`config.mk`:
```
export PLATFORM = sky130hd
export DESIGN_NAME = dq15_mac_unit
export DESIGN_NICKNAME = d
export VERILOG_FILES = /design/src/rtl/dq15_pkg.sv /design/src/rtl/dq15_decode.sv /design/src/rtl/dq15_lane_mul.sv /design/src/rtl/dq15_lane_acc.sv /design/src/rtl/dq15_mac_unit.sv
export SDC_FILE = /design/constraint.sdc
export NUM_CORES = 2
export LEC_CHECK = 0
export BUFFER_PORTS_ARGS = -buffer_cell sky130_fd_sc_hd__buf_2
export CAP_MARGIN = 20
export CELL_PAD_IN_SITES_DETAIL_PLACEMENT = 1
export CELL_PAD_IN_SITES_GLOBAL_PLACEMENT = 1
export CORE_AREA = 2 2 250 252
export CTS_BUF_LIST = sky130_fd_sc_hd__clkbuf_16
export CTS_CLUSTER_DIAMETER = 30
export DETAILED_ROUTE_END_ITERATION = 10
export DIE_AREA = 0 0 252 254
export PLACE_DENSITY = 0.92
export SLEW_MARGIN = 0
export SYNTH_ARGS = -nofsm -noshare
export SYNTH_HDL_FRONTEND = slang
export SYNTH_HIERARCHICAL = 1
export SYNTH_SLANG_ARGS = --single-unit
```
`constraint.sdc`:
```
create_clock -name clk -period 13.52 [get_ports clk]
set_clock_uncertainty 0.15 [all_clocks]
set_input_delay 2.704 -clock clk [delete_from_list [all_inputs] [get_ports clk]]
set_output_delay 2.704 -clock clk [all_outputs]
set_load 0.02 [all_outputs]
```
`src/rtl/dq15_pkg.sv`:
```
package dq15_pkg;

    localparam int OPC_W = 6;

    localparam logic [OPC_W-1:0] OPC_MAC_INT   = 6'h0A;
    localparam logic [OPC_W-1:0] OPC_MAC_PACK  = 6'h0B;
    localparam logic [OPC_W-1:0] OPC_MAC_SPLIT = 6'h0F;

    typedef enum logic [1:0] {
        MODE_NONE  = 2'd0,
        MODE_INT   = 2'd1,
        MODE_PACK  = 2'd2,
        MODE_SPLIT = 2'd3
    } mac_mode_e;

    function automatic logic mode_is_frac(mac_mode_e m);
        return (m == MODE_PACK) || (m == MODE_SPLIT);
    endfunction

endpackage

```
`src/rtl/dq15_decode.sv`:
```
module dq15_decode
    import dq15_pkg::*;
(
    input  logic             in_valid,
    input  logic [OPC_W-1:0] opcode,
    output mac_mode_e        mode,
    output logic             fire
);

    always_comb begin
        case (opcode)
            OPC_MAC_INT:   mode = MODE_INT;
            OPC_MAC_PACK:  mode = MODE_PACK;
            OPC_MAC_SPLIT: mode = MODE_SPLIT;
            default:       mode = MODE_NONE;
        endcase
        fire = in_valid && (mode != MODE_NONE);
    end

endmodule

```
`src/rtl/dq15_lane_mul.sv`:
```
module dq15_lane_mul #(
    parameter int HALF_W = 16,
    parameter int LANE   = 0
) (
    input  logic [2*HALF_W-1:0] src_b,
    input  logic [HALF_W-1:0]   c_half,
    input  logic [1:0]          opsel,
    input  logic                frac,
    output logic [2*HALF_W-1:0] prod
);

    localparam int WORD_W = 2 * HALF_W;

    logic [HALF_W-1:0] b_hi, b_lo, op_b;
    logic [WORD_W-1:0] ext_b, ext_c, raw;

    assign b_hi = src_b[WORD_W-1:HALF_W];
    assign b_lo = src_b[HALF_W-1:0];

    // Lane 0 uses the high half of B for patterns 0 and 2; lane 1 uses it for 1 and 2.
    generate
        if (LANE == 0) begin : g_lane0
            always_comb op_b = opsel[0] ? b_lo : b_hi;
        end else begin : g_lane1
            always_comb op_b = (opsel[0] ^ opsel[1]) ? b_hi : b_lo;
        end
    endgenerate

    always_comb begin
        ext_b = {{HALF_W{op_b[HALF_W-1]}}, op_b};
        ext_c = {{HALF_W{c_half[HALF_W-1]}}, c_half};
        raw   = ext_b * ext_c;
        prod  = frac ? {raw[WORD_W-2:0], 1'b0} : raw;
    end

endmodule

```
`src/rtl/dq15_lane_acc.sv`:
```
module dq15_lane_acc
    import dq15_pkg::*;
#(
    parameter int HALF_W = 16
) (
    input  logic [2*HALF_W-1:0] acc,
    input  logic [2*HALF_W-1:0] prod,
    input  logic                sub,
    input  mac_mode_e           mode,
    input  logic                rnd_en,
    input  logic                rnd_force,
    output logic [2*HALF_W-1:0] sum_out
);

    localparam int WORD_W = 2 * HALF_W;
    localparam logic [WORD_W-1:0] RND_INC = WORD_W'(1) << (HALF_W - 1);
    localparam logic [HALF_W:0]   TIE_PAT = (HALF_W + 1)'(1) << (HALF_W - 1);

    logic [WORD_W-1:0] raw_sum;
    logic              tie;
    logic              add_rnd;

    always_comb begin
        raw_sum = sub ? (acc - prod) : (acc + prod);
        tie     = (raw_sum[HALF_W:0] == TIE_PAT);
        case (mode)
            MODE_SPLIT: add_rnd = rnd_en;
            MODE_PACK:  add_rnd = rnd_en && (rnd_force || !tie);
            default:    add_rnd = 1'b0;
        endcase
        sum_out = raw_sum + (add_rnd ? RND_INC : '0);
    end

endmodule

```
`src/rtl/dq15_mac_unit.sv`:
```
module dq15_mac_unit
    import dq15_pkg::*;
#(
    parameter int DATA_W = 32
) (
    input  logic              clk,
    input  logic              rst_n,
    input  logic              in_valid,
    input  logic [OPC_W-1:0]  in_opcode,
    input  logic [1:0]        in_opsel,
    input  logic [1:0]        in_accsel,
    input  logic              in_rnd_en,
    input  logic              in_rnd_force,
    input  logic [DATA_W-1:0] in_src_b,
    input  logic [DATA_W-1:0] in_src_c,
    input  logic [DATA_W-1:0] in_acc_a,
    input  logic [DATA_W-1:0] in_acc_d,
    output logic              out_valid,
    output logic              out_wr_d,
    output logic [DATA_W-1:0] out_res_a,
    output logic [DATA_W-1:0] out_res_d
);

    localparam int HALF_W = DATA_W / 2;
    localparam int NLANE  = 2;

    typedef struct packed {
        logic              valid;
        logic              wr_d;
        logic [DATA_W-1:0] res_a;
        logic [DATA_W-1:0] res_d;
    } mac_state_t;

    mac_mode_e         mode;
    logic              fire;
    logic              frac;
    logic [DATA_W-1:0] lane_prod [NLANE];
    logic [DATA_W-1:0] lane_sum  [NLANE];
    mac_state_t        state_d, state_q;

    dq15_decode dec_i (
        .in_valid (in_valid),
        .opcode   (in_opcode),
        .mode     (mode),
        .fire     (fire)
    );

    assign frac = mode_is_frac(mode);

    for (genvar ln = 0; ln < NLANE; ln++) begin : g_lane
        dq15_lane_mul #(.HALF_W(HALF_W), .LANE(ln)) mul_i (
            .src_b  (in_src_b),
            .c_half ((ln == 0) ? in_src_c[DATA_W-1:HALF_W] : in_src_c[HALF_W-1:0]),
            .opsel  (in_opsel),
            .frac   (frac),
            .prod   (lane_prod[ln])
        );

        dq15_lane_acc #(.HALF_W(HALF_W)) acc_i (
            .acc       ((ln == 0) ? in_acc_a : in_acc_d),
            .prod      (lane_prod[ln]),
            .sub       (in_accsel[NLANE-1-ln]),
            .mode      (mode),
            .rnd_en    (in_rnd_en),
            .rnd_force (in_rnd_force),
            .sum_out   (lane_sum[ln])
        );
    end

    always_comb begin
        state_d       = state_q;
        state_d.valid = fire;
        if (fire) begin
            if (mode == MODE_PACK) begin
                state_d.res_a = {lane_sum[0][DATA_W-1:HALF_W], lane_sum[1][DATA_W-1:HALF_W]};
                state_d.res_d = '0;
                state_d.wr_d  = 1'b0;
            end else begin
                state_d.res_a = lane_sum[0];
                state_d.res_d = lane_sum[1];
                state_d.wr_d  = 1'b1;
            end
        end
    end

    always_ff @(posedge clk) begin
        if (!rst_n) state_q <= '0;
        else        state_q <= state_d;
    end

    assign out_valid = state_q.valid;
    assign out_wr_d  = state_q.wr_d;
    assign out_res_a = state_q.res_a;
    assign out_res_d = state_q.res_d;

endmodule

```
After elaboration in Yosys (flattened, before gate mapping)
Index checks and enable logic that the tools add are counted.
Widths: inputs -> output; s select.
{"block": "word_totals", "regBits": 66, "wordCells": 41, "input_bits": 143, "output_inout_bits": 66}
{"block": "classes", "eq_ne": 7, "n_mul": 2, "reduce_logical": 9, "bitwise_logic": 1, "addsub": 6, "mux": 12}
{"cell": "$add 32x32->32", "count": 4}
{"cell": "$mux 32", "count": 4}
{"cell": "$mux 65", "count": 1}
{"cell": "$mul 16x16->32", "count": 2}
{"cell": "$mux 16", "count": 4}
{"cell": "$sub 32x32->32", "count": 2}
{"cell": "$eq 17x16->1 const B", "count": 2}
{"cell": "$eq 6x4->1 const B", "count": 3}
{"cell": "$pmux 2 s3", "count": 1}
{"cell": "$eq 2x2->1 const B", "count": 2}
{"cell": "$pmux 1 s2", "count": 2}
{"cell": "$logic_and 1x1->1", "count": 3}
{"cell": "$logic_or 1x1->1", "count": 3}
{"cell": "$logic_not 1->1", "count": 2}
{"cell": "$reduce_bool 2->1", "count": 1}
{"cell": "$xor 1x1->1", "count": 1}

Logic depth before layout (Yosys ltp)
{"block": "depth", "ltp_word": 15, "mapped_depth": 46, "ltp_nobuf": 43}

Cells and area by module
Netlist, hierarchy kept.
{"mod": "dq15_lane_mul (g_lane[0].mul_i)", "seq_area_each_um2": 0.0, "cells_per_inst": 1137, "instances": 1, "area_each_um2": 10508.8}
{"mod": "dq15_lane_mul (g_lane[1].mul_i)", "seq_area_each_um2": 0.0, "cells_per_inst": 1167, "instances": 1, "area_each_um2": 10396.2}
{"mod": "dq15_lane_acc (g_lane[1].acc_i)", "seq_area_each_um2": 0.0, "cells_per_inst": 454, "instances": 1, "area_each_um2": 3110.5}
{"mod": "dq15_lane_acc (g_lane[0].acc_i)", "seq_area_each_um2": 0.0, "cells_per_inst": 443, "instances": 1, "area_each_um2": 2975.4}
{"mod": "dq15_mac_unit", "seq_area_each_um2": 1321.3, "cells_per_inst": 291, "instances": 1, "area_each_um2": 2700.1}
{"mod": "dq15_decode", "seq_area_each_um2": 0.0, "cells_per_inst": 6, "instances": 1, "area_each_um2": 45.0}

Worst setup path before layout
No wires, ideal clock.
{"block": "synth_path", "path_type": "input-to-reg", "from": "input port in_opsel[1]", "to": "register state_q (netlist bit out_res_d[31])", "path_stages": 44, "setup_time_ps": 70, "required_time_ps": 13300, "n_path_buf": 3, "setup_slack_ps": 1049, "t_arrival_ps": 12251, "cell_sequence": "xor2_1 > buf_2 > mux2_2 > clkbuf_1 > nand2_1 > inv_1 > fa_1 > inv_1 > fa_1 > fa_1 > inv_1 > fa_1 > fa_1 > inv_1 > fa_1 > inv_1 > ha_1 > and4_1 > (+8 left out) > nor3_1 > nand2b_1 > inv_1 > a21oi_1 > xnor2_1 > ha_1 > clkbuf_1 > nand2_1 > o21ai_0 > or2_2 > o22ai_1 > a21oi_1 > xnor2_1 > nor4_4 > nand4_1 > xnor2_1 > nand3_1 > a21boi_1"}
{"element": "start: declaration", "line": "dq15_mac_unit.sv:10", "rtl": "input logic [1:0] in_opsel,"}
{"element": "end signal: assignment", "line": "dq15_mac_unit.sv:88", "rtl": "else state_q <= state_d;"}
{"element": "end: declaration", "line": "dq15_mac_unit.sv:39", "rtl": "mac_state_t state_d, state_q;"}

==> run metrics <==
Wirelength per Cell 24.0 µm; number of antenna violations at the first check in global routing 11; ys flop type dfxtp_1; Max Clk Rate around 76 MHz; via/cell ratio approximately 6.0; root buf cell clkbuf_16; Slew Viols, Final 0; Starting DRT DRC Count between 1.5k and 2k; fin crit share 97.6%; chip height 254 µm; Post-Syn Area per Cell 8.50 µm²; # DRC 0; syn nets 4,401; async set-reset flop share out of synthesis 0%; synth warn 6; vias in the first global route 30.4k; fill count 7,375; vias approximately 26k; worst min path class reg2reg; Setup WS post-layout 0.327 ns; crit start category input pin; Worst Path Max Fanout 16; area of the multi-input gates between 0.02 and 0.03 mm²; Hold Path Stages 2; H-tree lvl count 3; outcome complete, no violations; Core Rows 91; Top Ports between 200 and 250; Synth top cells by count inv_1, fa_1, nand2_1; Synth top area share 35.4%; placed cell area 0.0312 mm²; Finished Cell Area 0.0317 mm²; setup violators final 0; number of port buffers 208; Initial Utilization 48.5%; DIE AREA 0.0640 mm²; gpl congestion 0.924; Hold Slack 0.314 ns; Worst-Margin Slew 1.03 ns; dominant cell type by area after synthesis fa_1; Area growth, synth to finish 6.59%; hold_buf cts 0; clock latency on the worst-skew pair around 0.34 ns; Syn Inst Count roughly 3.5k; Post-synth EDFFs 0; layout cells sized above 1 11.5%; Largest stage delay, worst path 0.56 ns; min Tclk post-route around 13 ns; DP HPWL 87,200 µm; Clock Pin Slew Worst Setup and Hold Paths 0.06 ns; clock sinks 66; Die Wd 252 µm; DRT Pass-1 Iters 5; CTS tree built; Post-Synthesis Cell Area 0.0297 mm²; critical path class in2reg; # nets final around 4.5k; dominant cells by area after synthesis fa_1, ha_1, inv_1; Core Area 0.0613 mm²; Setup WS pre-CTS 0.0800 ns; Seq. cell area ~0.0013 mm²; CP most frequent cell fa_1; Slew headroom a little under a third; final wirelength 106,000 µm; CP required ~14 ns; total global-route track usage 33.3%; CP Data Arrival Time around 13 ns; GRT Residual Overflow 0; first-pass GRT wire length 165,000 µm; post-route ant nets 0; slowest stage cell on the critical path fa_1; Synth Register Bits 66; MaxCap Viol Count 0; count leader, synth inv_1; CTS Buffer Depth 2; count of cell types in the netlist 115; Finished Core Util about half; Fin. Hold Viols 0; CP endpoint kind flop; Worst R2R Path Depth 2; largest net degree at the start of global routing 116; sequential-to-total area share from yosys stat under 10%; CTS Buf Count 9
[cells in the final DEF (no fill, tap or decap), types with 10 or more instances in the layout]
cell	Yosys	final
nor2b_1	26	26
mux2i_1	21	21
ha_1	234	233
xor2_1	55	53
o21ai_0	71	68
nor4_1	22	20
mux2_2	69	63
o211ai_1	18	18
and2_1	260	260
o21ai_1	18	21
nand4_1	16	16
inv_1	618	619
dfxtp_1	66	66
a31oi_1	40	40
or3_1	10	10
nand2b_1	51	51
a21o_1	32	32
xnor2_1	154	152
nand3_1	61	61
o21bai_1	10	10
o21a_1	15	15
nand2_1	422	422
nor3_1	32	31
and3_1	14	13
nor2_1	136	135
a21boi_1	33	33
buf_4	9	17
buf_2	19	209
a21oi_1	145	144
a21oi_2	10	11
diode_2	0	11
or2_2	11	11
fa_1	526	525
[per-stage QoR]
step	setup TNS [ns]	std cells
5_1_grt	-0.184	4399
3_3_place_gp	0	4373
2_1_floorplan	0	3498
3_5_place_dp	0	4373
6_report	0	4404
4_1_cts	0	4389
[repair_timing]
action	CTS	global route
gates resized for setup	0	20
buffers inserted	0	1
setup endpoints to repair	0	19
[flip-flops by register name (all words and copies together) (netlist names)]
name / flops
out_valid: 1
out_wr_d: 1
out_res_a: 32
out_res_d: 32
[logic make-up (layout without fill, tap and decap cells)]
family                   count (synthesis)  after routing  share of synthesized area (%)
multiplexers                            91             91                           3.36
XOR/XNOR                               210            210                           6.23
flip-flops                              66             66                           4.44
AND/OR/NAND/NOR                       1121           1121                           19.2
AO/OA/AOI/OAI                          491            491                           11.4
adder cells (fa/ha/maj)                760            760                           45.3
buffers and inverters                  759            864                           10.1
other                                    0             11                              0
[layout make-up]
| type | instances | area share [%] |
|---|---|---|
| clock inverter | 7 | 0.268 |
| inverter | 619 | 7.33 |
| antenna | 11 | 0.0868 |
| timing repair buffer | 229 | 3.86 |
| multi-input combinational | 2673 | 80.5 |
| tap | 790 | 3.12 |
| clock buffer | 9 | 0.711 |
| sequential | 66 | 4.17 |
[per-layer routing]
layer	vias to the layer above	global-route usage [%]	wire, µm
met5	-	0	34
met1	13400	35.0	36400
met2	1211	60.2	54400
met3	576	5.47	6030
met4	6	24.4	8920
li1	11300	-	-
[worst max-delay path: cells and delay by family]
kind,cells,cell delay (ns)
compound gates,11,1.77
xor+xnor,5,1.15
fa+ha+maj,8,3.86
buf+inv,7,0.65
mux,1,0.43
simple gates,12,2.72
[worst paths after layout]
path | from | end | slack [ns]
setup / recovery | in_opsel[1] | out_res_d[31] | 0.33
hold / removal | out_res_d[22] | out_res_d[22] | 0.31
setup reg to reg | out_res_d[27] | out_res_d[27] | 12.46
hold reg to reg | out_res_d[22] | out_res_d[22] | 0.31
Power is left out: the tool's default activity adds up to more than one toggle a clock period on the data nets, which glitch-free logic cannot reach.
